$ cat src/rtl/acc_cpu_pkg.sv
package acc_cpu_pkg;
  localparam int OP_W = 4;

  localparam logic [OP_W-1:0] OP_LOAD  = 4'd0;
  localparam logic [OP_W-1:0] OP_ADD   = 4'd1;
  localparam logic [OP_W-1:0] OP_STORE = 4'd2;
  localparam logic [OP_W-1:0] OP_HALT  = 4'd3;

  typedef enum logic [3:0] {
    S_FMAR, S_FRD, S_FIR, S_DEC, S_OMAR, S_ORD, S_EXEC, S_STWR, S_PCINC, S_HALT
  } state_e;

  typedef enum logic { ALU_PASS_B = 1'b0, ALU_ADD = 1'b1 } alu_op_e;

  typedef struct packed {
    logic    pc_to_abus;
    logic    ira_to_abus;
    logic    mar_ld;
    logic    ir_ld;
    logic    ac_ld;
    logic    pc_inc;
    logic    mdr_to_mbus;
    logic    ac_to_mbus;
    logic    mem_en;
    logic    mem_rnw;
    alu_op_e alu_op;
  } ctrl_t;
endpackage

$ cat src/rtl/acc_alu.sv
module acc_alu
  import acc_cpu_pkg::*;
#(
  parameter int W = 16
) (
  input  alu_op_e      op_i,
  input  logic [W-1:0] a_i,
  input  logic [W-1:0] b_i,
  output logic [W-1:0] y_o
);
  always_comb begin
    unique case (op_i)
      ALU_ADD:    y_o = a_i + b_i;
      default:    y_o = b_i;
    endcase
  end
endmodule

$ cat src/rtl/acc_ctrl.sv
module acc_ctrl
  import acc_cpu_pkg::*;
(
  input  logic            clk_i,
  input  logic            rst_ni,
  input  logic [OP_W-1:0] opcode_i,
  output ctrl_t           ctrl_o,
  output logic            halt_o
);
  state_e state_q, state_d;

  always_ff @(posedge clk_i or negedge rst_ni) begin
    if (!rst_ni) state_q <= S_FMAR;
    else         state_q <= state_d;
  end

  always_comb begin
    ctrl_o         = '0;
    ctrl_o.mem_rnw = 1'b1;
    ctrl_o.alu_op  = ALU_PASS_B;
    state_d        = state_q;
    unique case (state_q)
      S_FMAR: begin
        ctrl_o.pc_to_abus = 1'b1;
        ctrl_o.mar_ld     = 1'b1;
        state_d           = S_FRD;
      end
      S_FRD: begin
        ctrl_o.mem_en = 1'b1;
        state_d       = S_FIR;
      end
      S_FIR: begin
        ctrl_o.mdr_to_mbus = 1'b1;
        ctrl_o.ir_ld       = 1'b1;
        state_d            = S_DEC;
      end
      S_DEC: begin
        if (opcode_i == OP_LOAD || opcode_i == OP_ADD || opcode_i == OP_STORE)
          state_d = S_OMAR;
        else if (opcode_i == OP_HALT)
          state_d = S_HALT;
        else
          state_d = S_PCINC;
      end
      S_OMAR: begin
        ctrl_o.ira_to_abus = 1'b1;
        ctrl_o.mar_ld      = 1'b1;
        state_d            = (opcode_i == OP_STORE) ? S_STWR : S_ORD;
      end
      S_ORD: begin
        ctrl_o.mem_en = 1'b1;
        state_d       = S_EXEC;
      end
      S_EXEC: begin
        ctrl_o.mdr_to_mbus = 1'b1;
        ctrl_o.ac_ld       = 1'b1;
        ctrl_o.alu_op      = (opcode_i == OP_ADD) ? ALU_ADD : ALU_PASS_B;
        state_d            = S_PCINC;
      end
      S_STWR: begin
        ctrl_o.ac_to_mbus = 1'b1;
        ctrl_o.mem_en     = 1'b1;
        ctrl_o.mem_rnw    = 1'b0;
        state_d           = S_PCINC;
      end
      S_PCINC: begin
        ctrl_o.pc_inc = 1'b1;
        state_d       = S_FMAR;
      end
      S_HALT:  state_d = S_HALT;
      default: state_d = S_FMAR;
    endcase
  end

  assign halt_o = (state_q == S_HALT);

  // one driver per bus at a time
  p_abus_one_src_r3: assert property (@(posedge clk_i) disable iff (!rst_ni)
    $onehot0({ctrl_o.pc_to_abus, ctrl_o.ira_to_abus}));
  p_mbus_one_src_r6: assert property (@(posedge clk_i) disable iff (!rst_ni)
    $onehot0({ctrl_o.mdr_to_mbus, ctrl_o.ac_to_mbus}));
endmodule

$ cat src/rtl/acc_datapath.sv
module acc_datapath
  import acc_cpu_pkg::*;
#(
  parameter int ADDR_W = 12,
  parameter int DATA_W = 16
) (
  input  logic              clk_i,
  input  logic              rst_ni,
  input  ctrl_t             ctrl_i,
  output logic [OP_W-1:0]   opcode_o,
  output logic              mem_en_o,
  output logic              mem_rnw_o,
  output logic [ADDR_W-1:0] mem_addr_o,
  output logic [DATA_W-1:0] mem_wdata_o,
  input  logic [DATA_W-1:0] mem_rdata_i
);
  logic [ADDR_W-1:0] pc_q, mar_q;
  logic [DATA_W-1:0] ir_q, ac_q;
  logic [ADDR_W-1:0] abus;
  logic [DATA_W-1:0] mbus, rbus;

  always_comb begin
    abus = '0;
    if (ctrl_i.pc_to_abus)       abus = pc_q;
    else if (ctrl_i.ira_to_abus) abus = ir_q[ADDR_W-1:0];
  end

  always_comb begin
    mbus = '0;
    if (ctrl_i.mdr_to_mbus)     mbus = mem_rdata_i;
    else if (ctrl_i.ac_to_mbus) mbus = ac_q;
  end

  acc_alu #(.W(DATA_W)) u_alu (
    .op_i (ctrl_i.alu_op),
    .a_i  (ac_q),
    .b_i  (mbus),
    .y_o  (rbus)
  );

  always_ff @(posedge clk_i or negedge rst_ni) begin
    if (!rst_ni) begin
      pc_q  <= '0;
      mar_q <= '0;
      ir_q  <= '0;
      ac_q  <= '0;
    end else begin
      if (ctrl_i.pc_inc) pc_q  <= pc_q + 1'b1;
      if (ctrl_i.mar_ld) mar_q <= abus;
      if (ctrl_i.ir_ld)  ir_q  <= mbus;
      if (ctrl_i.ac_ld)  ac_q  <= rbus;
    end
  end

  assign opcode_o    = ir_q[DATA_W-1 -: OP_W];
  assign mem_en_o    = ctrl_i.mem_en;
  assign mem_rnw_o   = ctrl_i.mem_rnw;
  assign mem_addr_o  = mar_q;
  assign mem_wdata_o = mbus;

  p_pc_step_r9: assert property (@(posedge clk_i) disable iff (!rst_ni)
    !$stable(pc_q) |-> pc_q == ADDR_W'($past(pc_q) + 1'b1));
  p_ac_only_on_load_r4: assert property (@(posedge clk_i) disable iff (!rst_ni)
    !$stable(ac_q) |-> $past(ctrl_i.ac_ld));
endmodule

$ cat src/rtl/acc_cpu.sv
module acc_cpu
  import acc_cpu_pkg::*;
#(
  parameter  int ADDR_W = 12,
  localparam int DATA_W = OP_W + ADDR_W
) (
  input  logic              clk_i,
  input  logic              rst_ni,
  output logic              mem_en_o,
  output logic              mem_rnw_o,
  output logic [ADDR_W-1:0] mem_addr_o,
  output logic [DATA_W-1:0] mem_wdata_o,
  input  logic [DATA_W-1:0] mem_rdata_i,
  output logic              halt_o
);
  ctrl_t           ctrl;
  logic [OP_W-1:0] opcode;

  acc_ctrl u_ctrl (
    .clk_i    (clk_i),
    .rst_ni   (rst_ni),
    .opcode_i (opcode),
    .ctrl_o   (ctrl),
    .halt_o   (halt_o)
  );

  acc_datapath #(.ADDR_W(ADDR_W), .DATA_W(DATA_W)) u_dp (
    .clk_i       (clk_i),
    .rst_ni      (rst_ni),
    .ctrl_i      (ctrl),
    .opcode_o    (opcode),
    .mem_en_o    (mem_en_o),
    .mem_rnw_o   (mem_rnw_o),
    .mem_addr_o  (mem_addr_o),
    .mem_wdata_o (mem_wdata_o),
    .mem_rdata_i (mem_rdata_i)
  );

  p_halt_sticky_r7: assert property (@(posedge clk_i) disable iff (!rst_ni)
    halt_o |=> halt_o);
  p_halt_quiet_r7: assert property (@(posedge clk_i) disable iff (!rst_ni)
    halt_o |-> !mem_en_o);
  p_write_enabled_r11: assert property (@(posedge clk_i) disable iff (!rst_ni)
    !mem_rnw_o |-> mem_en_o);
  p_store_single_r6: assert property (@(posedge clk_i) disable iff (!rst_ni)
    (mem_en_o && !mem_rnw_o) |=> mem_rnw_o);
endmodule

$ cat config.mk
export PLATFORM = sky130hd
export DESIGN_NAME = acc_cpu
export DESIGN_NICKNAME = d
export VERILOG_FILES = /design/src/rtl/acc_cpu_pkg.sv /design/src/rtl/acc_alu.sv /design/src/rtl/acc_ctrl.sv /design/src/rtl/acc_datapath.sv /design/src/rtl/acc_cpu.sv
export SDC_FILE = /design/constraint.sdc
export NUM_CORES = 1
export LEC_CHECK = 0
export BUFFER_PORTS_ARGS = -buffer_cell sky130_fd_sc_hd__buf_2
export CORE_ASPECT_RATIO = 1.25
export CORE_MARGIN = 4
export CORE_UTILIZATION = 37
export CTS_CLUSTER_DIAMETER = 60
export DETAILED_ROUTE_END_ITERATION = 10
export GPL_TIMING_DRIVEN = 0
export MAX_ROUTING_LAYER = met4
export SETUP_SLACK_MARGIN = 0.3
export SLEW_MARGIN = 20
export SYNTH_ARGS = -nofsm -noshare
export SYNTH_HDL_FRONTEND = slang
export SYNTH_SLANG_ARGS = --single-unit
$ cat constraint.sdc
create_clock -name clk_i -period 7.9 [get_ports clk_i]
set_input_delay 0.79 -clock clk_i [delete_from_list [all_inputs] [get_ports clk_i]]
set_output_delay 0.79 -clock clk_i [all_outputs]
set_load 0.005 [all_outputs]
==> flow_metrics.env, run 1 <==
export IMPL_status="complete, no violations"
export IMPL_routedWlPerCell_microns=16.5
export IMPL_drc_errors=0
export IMPL_synth_edf_count=0
export IMPL_ioPinCount=49
export IMPL_cts_tree="yes"
export IMPL_cts_sinks=60
export IMPL_ant_nets=0
export IMPL_worstMarginPinSlew_ns=0.776
export IMPL_ys_types=54
export IMPL_ys_seq_area_share_pct=42.3
export IMPL_clock_latency_ns=0.33
export IMPL_clk_path_buf_depth=2
export IMPL_cellLeakagePower_nw=1.93
export IMPL_rsz0062_at_grt="false"
export IMPL_critPathSlowestCell="nor2_1"
export IMPL_arrival_ns=4.01
export IMPL_avgSynthCellArea_sq_um=9.93
export IMPL_yosysWarnings=0
export IMPL_finalWirelength_microns=8980
export IMPL_dieWidth_microns=95.6
export IMPL_hold_viol=0
export IMPL_setup_tns_ns=0
export IMPL_cp_max_fo=10
export IMPL_hold_path_endpoint="u_dp.pc_q[11]"
export IMPL_slew_violations=0
export IMPL_grt_pass1_wl_microns=14900
export IMPL_antenna_found_initial=0
export IMPL_max_vdd_ir_drop_v=0.000142
export IMPL_critPathTopFamily="simple AND/OR/NAND/NOR gates"
export IMPL_reg2reg_depth=11
export IMPL_cts_resized=0
export IMPL_max_clock_freq_mhz=263
export IMPL_worstSetupPathType="flop to flop"
export IMPL_grt_max_degree=61
export IMPL_dr_pass1_iters=5
export IMPL_postCtsHoldBufs=0
export IMPL_n_fill_cell=928
export IMPL_cts_buffers=9
export IMPL_via_per_inst=5.32
export IMPL_drive_gt1_share_pct=19.0
export IMPL_dp_hpwl_microns=6760
export IMPL_grt_ovfl_total=0
export IMPL_path_buf_inv=2
export IMPL_area_growth_syn_to_layout_pct=18.5
export IMPL_cp_start_kind="flop"
export IMPL_synthArstFlopShare_pct=100
export IMPL_ys_seq_elements=60
export IMPL_hold_ws_ns=0.469
export IMPL_dieArea_sq_um=11200
export IMPL_fin_crit_ns=3.80
export IMPL_p_per_area_nw_per_um2=380
export IMPL_worst_setup_path_end_kind="flop"
export IMPL_final_cell_mix="dfrtp_1 (60), buf_2 (51), a21oi_1 (30)"
export IMPL_maxCapViolCount=0
export IMPL_hp_class="flop to flop"
export IMPL_reg2reg_from="u_ctrl.state_q[0]"
export IMPL_gp_congestion=0.892
export IMPL_start_util_pct=38.2
export IMPL_h_tree_depth=3
export IMPL_post_cts_setup_buffers=0
export IMPL_skew_ns=0.00665
export IMPL_timing_rr_end="u_dp.ac_q[10]"
export IMPL_rrSetupSlack_ns=4.10
export IMPL_port_buffers=48
export IMPL_crit_cells=11
export IMPL_die_y_microns=117
export IMPL_path_clk_slew_ns=0.06
export IMPL_coreArea_sq_um=9270
export IMPL_slew_headroom_pct=47.9
export IMPL_syn_nets=394
export IMPL_vias=2890
export IMPL_critical_path_required_ns=8.11
export IMPL_rows=39
export IMPL_syn_area_sq_um=3550
export IMPL_cts_root_buf="clkbuf_16"
export IMPL_period_share_pct=48.1
export IMPL_groute_usage_overall_pct=17.4
export IMPL_diodes=0
export IMPL_final_util_pct=45.3
export IMPL_holdPathStages=1
export IMPL_grt_pass1_vias=2973
export IMPL_setup_viol_count_final=0
export IMPL_critical_path_max_stage_delay_ns=0.59
export IMPL_netlist_instances=357
export IMPL_drt_iter0_drc=146
export IMPL_cp_cell_sequence="clkbuf_1 -> nor2_1 -> clkbuf_1 -> a22o_1 -> ha_1 -> and3_1 -> a21boi_2 -> o31a_1 -> or3_1 -> a311oi_1 -> nor2_1"
export IMPL_synthFlopType="dfrtp_1"
export IMPL_worstHoldStart="u_dp.pc_q[11]"
export IMPL_layout_commonest_cell="dfrtp_1"
export IMPL_final_nets=453
[per-stage QoR]
| stage | area (sq um) | instances | power [mW] | worst slack, ns |
|---|---|---|---|---|
| global placement | 3940 | 528 | 1.24 | 4.17 |
| floorplan | 3550 | 357 | 1.04 | 4.77 |
| global route | 4200 | 543 | 1.72 | 3.85 |
| detailed placement | 3940 | 528 | 1.26 | 4.14 |
| CTS | 4200 | 543 | 1.61 | 4.13 |
| finish | 4200 | 543 | 1.60 | 4.10 |
[how the worst max path moves through the flow]
stage                     to         startpoint  slack, ns
6_report       u_dp.ac_q[10]  u_ctrl.state_q[0]       4.10
5_1_grt        u_dp.ac_q[10]  u_ctrl.state_q[0]       3.85
4_1_cts        u_dp.ac_q[10]  u_ctrl.state_q[0]       4.13
3_5_place_dp   u_dp.ac_q[10]  u_ctrl.state_q[0]       4.14
3_3_place_gp   u_dp.ac_q[10]  u_ctrl.state_q[0]       4.17
2_1_floorplan   u_dp.ac_q[8]  u_ctrl.state_q[0]       4.77
[registers in the layout, summed over array words and instances, names as in the netlist]
register and cells:
u_dp.ir_q 16, u_dp.ac_q 16, u_ctrl.state_q 4, u_dp.pc_q 12, u_dp.mem_addr_o 12
[metal layers]
layer  GRT usage [%]  up-vias  routed length [microns]
li1                -     1421                        -
met2            27.1       73                     4470
met5               -        -                        0
met4            7.38        0                      218
met3            3.26       17                      461
met1            22.0     1379                     3830
[where the power goes]
part | leakage, nW | internal, mW | total, mW | switching (mW)
sequential | 0.730 | 0.439 | 0.536 | 0.0965
clock | 0.124 | 0.208 | 0.345 | 0.136
combinational | 1.07 | 0.310 | 0.715 | 0.405
[final cells by class]
cell class                      count  area (sq um)  share of cell area [%]
Buffer                             15          72.6                    1.73
Clock buffer                       10           229                    5.45
Clock inverter                      5          30.0                   0.715
Inverter                            7          31.3                   0.744
Multi-Input combinational cell    275          1940                    46.2
Sequential cell                    60          1500                    35.7
Tap cell                          123           154                    3.66
Timing Repair Buffer               48           243                    5.78
[cell usage after synthesis (2+ instances only)]
master	number	area share (%)
a41oi_1	3	0.74
nand3b_1	2	0.42
inv_1	5	0.53
o21ai_1	12	1.7
o21ai_0	4	0.56
xor2_1	6	1.5
a31oi_1	5	0.88
and2_1	2	0.35
nor2b_1	4	0.71
dfrtp_1	60	42
xnor2_1	12	3.0
nand3_1	13	1.8
nand2b_1	4	0.71
o21a_1	3	0.64
and3_1	10	1.8
mux2_1	15	4.8
buf_4	3	0.64
a21o_1	5	1.1
clkbuf_1	7	0.74
nand4_1	3	0.53
nor3_1	7	0.99
nand2_1	29	3.1
or3_1	2	0.35
o21bai_1	2	0.42
o211ai_1	2	0.42
nor3_2	2	0.56
nor2_1	27	2.9
ha_1	18	6.4
buf_2	4	0.56
a21oi_1	30	4.2
a211oi_1	2	0.42
mux2i_1	17	4.8
a22o_1	15	3.7
a311oi_1	2	0.49
[cell families after synthesis]
group / synth area share (%)
buffers and inverters: 2.93
adders and majority gates: 6.92
AOI/OAI and AO/OA: 17.5
DFF: 42.3
muxes: 9.88
and+or+nand+nor: 15.9
xor gates and xnor gates: 4.45
Power figures use the tool's default switching activity.
==> run 2, diff against run 1 <==
==> constraint.sdc (replaced) <==
create_clock -name clk_i -period 3.8 [get_ports clk_i]
set_input_delay 0.38 -clock clk_i [delete_from_list [all_inputs] [get_ports clk_i]]
set_output_delay 0.38 -clock clk_i [all_outputs]
set_load 0.005 [all_outputs]
==> run 2 against run 1 <==
Worst setup slack got worse by 3.7 ns. Wire length increased by 1.5%. Sequential power increased by 110%. Critical path type unchanged. Highest routed layer unchanged.
==> flow_metrics.env, run 2 (synthesized netlist as in run 1, its figures left out) <==
export IMPL_die_y_microns=117
export IMPL_cp_start_kind="flop"
export IMPL_critical_path_max_stage_delay_ns=0.32
export IMPL_hp_class="primary input to async pin"
export IMPL_n_fill_cell=922
export IMPL_worstMarginPinSlew_ns=0.774
export IMPL_fin_crit_ns=3.38
export IMPL_cts_tree="yes"
export IMPL_worstSetupPathType="flop to flop"
export IMPL_dr_pass1_iters=4
export IMPL_final_nets=458
export IMPL_arrival_ns=3.58
export IMPL_crit_cells=16
export IMPL_dp_cells=528
export IMPL_critical_path_required_ns=4.00
export IMPL_grt_ovfl_total=0
export IMPL_dieWidth_microns=95.6
export IMPL_timing_rr_end="u_dp.ac_q[14]"
export IMPL_rrSetupSlack_ns=0.42
export IMPL_hold_ws_ns=0.121
export IMPL_reg2reg_depth=16
export IMPL_vias=2951
export IMPL_postCtsHoldBufs=0
export IMPL_dieArea_sq_um=11200
export IMPL_final_cell_count_no_fill=548
export IMPL_layout_commonest_cell="dfrtp_1"
export IMPL_rsz0062_at_grt="false"
export IMPL_final_util_pct=46.1
export IMPL_coreArea_sq_um=9270
export IMPL_gp_congestion=0.892
export IMPL_slew_headroom_pct=48.0
export IMPL_path_buf_inv=4
export IMPL_via_per_inst=5.39
export IMPL_clock_latency_ns=0.33
export IMPL_drc_errors=0
export IMPL_drive_gt1_share_pct=21.2
export IMPL_ioPinCount=49
export IMPL_status="complete, no violations"
export IMPL_rows=39
export IMPL_area_growth_syn_to_layout_pct=20.6
export IMPL_p_per_area_nw_per_um2=790
export IMPL_period_share_pct=88.8
export IMPL_cellLeakagePower_nw=1.97
export IMPL_grt_pass1_vias=2969
export IMPL_worst_setup_path_end_kind="flop"
export IMPL_grt_pass1_wl_microns=14900
export IMPL_h_tree_depth=3
export IMPL_cp_max_fo=10
export IMPL_port_buffers=48
export IMPL_placed_area_sq_um=3940
export IMPL_cp_cell_sequence="clkbuf_4 -> nor2b_4 -> nand2_1 -> nor2_4 -> buf_4 -> buf_4 -> a22o_1 -> ha_4 -> and2_4 -> a221oi_4 -> nand2_1 -> buf_4 -> a21o_1 -> a41oi_1 -> mux2i_1 -> nand3_1"
export IMPL_critPathSlowestCell="dfrtp_1"
export IMPL_startpoint="u_ctrl.state_q[1]"
export IMPL_final_cell_mix="dfrtp_1 (60), buf_2 (50), a21oi_1 (30)"
export IMPL_max_vdd_ir_drop_v=0.000293
export IMPL_setup_tns_ns=0
export IMPL_slew_violations=0
export IMPL_maxCapViolCount=0
export IMPL_antenna_found_initial=0
export IMPL_fin_area_sq_um=4280
export IMPL_cts_sinks=60
export IMPL_diodes=0
export IMPL_max_clock_freq_mhz=296
export IMPL_skew_ns=0.00552
export IMPL_multi_input_area_sq_um=1970
export IMPL_seqCellArea_sq_um=1500
export IMPL_finalWirelength_microns=9120
export IMPL_groute_usage_overall_pct=17.4
export IMPL_dp_hpwl_microns=6760
export IMPL_reg2reg_from="u_ctrl.state_q[1]"
export IMPL_start_util_pct=38.2
export IMPL_drt_iter0_drc=128
export IMPL_crit_path_frequent_cell="buf_4"
export IMPL_hold_viol=0
export IMPL_ant_nets=0
export IMPL_reg_top3="u_dp.ac_q (16), u_dp.ir_q (16)"
export IMPL_critPathTopFamily="simple AND/OR/NAND/NOR gates"
export IMPL_clk_path_buf_depth=2
export IMPL_path_clk_slew_ns=0.05
export IMPL_setup_viol_count_final=0
export IMPL_routedWlPerCell_microns=16.6
export IMPL_cts_root_buf="clkbuf_16"
export IMPL_grt_max_degree=61
export IMPL_cts_buffers=9
run 2: worst register-to-register path, cell delays in order (launching register included):
cell and delay (ns):
dfrtp_1 0.32, clkbuf_4 0.18, nor2b_4 0.20, nand2_1 0.14
nor2_4 0.24, buf_4 0.16, buf_4 0.09, a22o_1 0.20
ha_4 0.24, and2_4 0.17, a221oi_4 0.25, nand2_1 0.11
buf_4 0.16, a21o_1 0.17, a41oi_1 0.27, mux2i_1 0.24
nand3_1 0.10
run 2: area by class of cell:
class	instances	area share (%)
Clock buffer	10	5.35
Inverter	7	0.731
Timing Repair Buffer	53	6.55
Multi-Input combinational cell	275	46.2
Sequential cell	60	35.1
Buffer	15	1.81
Clock inverter	5	0.702
Tap cell	123	3.60
run 2: worst max-delay path by stage:
stage                         end  slack [ns]
global route         u_dp.ac_q[8]        0.26
global placement    u_dp.ac_q[10]        0.07
CTS                 u_dp.ac_q[10]        0.24
floorplan            u_dp.ac_q[8]        0.67
finish              u_dp.ac_q[14]        0.42
detailed placement  u_dp.ac_q[10]        0.04
run 2: layer usage:
metal	vias to the layer above	wire, microns	GRT usage, %
li1	1438	-	-
met1	1417	3920	22.0
met2	74	4540	27.2
met3	22	385	3.26
met4	0	264	7.21
met5	-	0	-
run 2: per-stage QoR:
step	worst slack (ns)	total power, mW
final	0.424	3.38
after global placement	0.0659	2.57
after CTS	0.236	3.35
after detailed placement	0.0449	2.61
after floorplan	0.673	2.17
after global routing	0.263	3.65
run 2: what timing repair did:
item | 4_1_cts | 5_1_grt
endpoints found under the hold margin | 0 | 0
endpoints found under the setup margin | 8 | 8
buffers inserted | 0 | 5
pin swaps | 0 | 3
resized for setup | 3 | 7
run 2: where the power goes:
| group | internal [mW] | switching (mW) | total (mW) |
|---|---|---|---|
| Clock | 0.433 | 0.285 | 0.718 |
| Sequential | 0.913 | 0.204 | 1.12 |
| Combinational | 0.682 | 0.863 | 1.54 |
| Total | 2.03 | 1.35 | 3.38 |
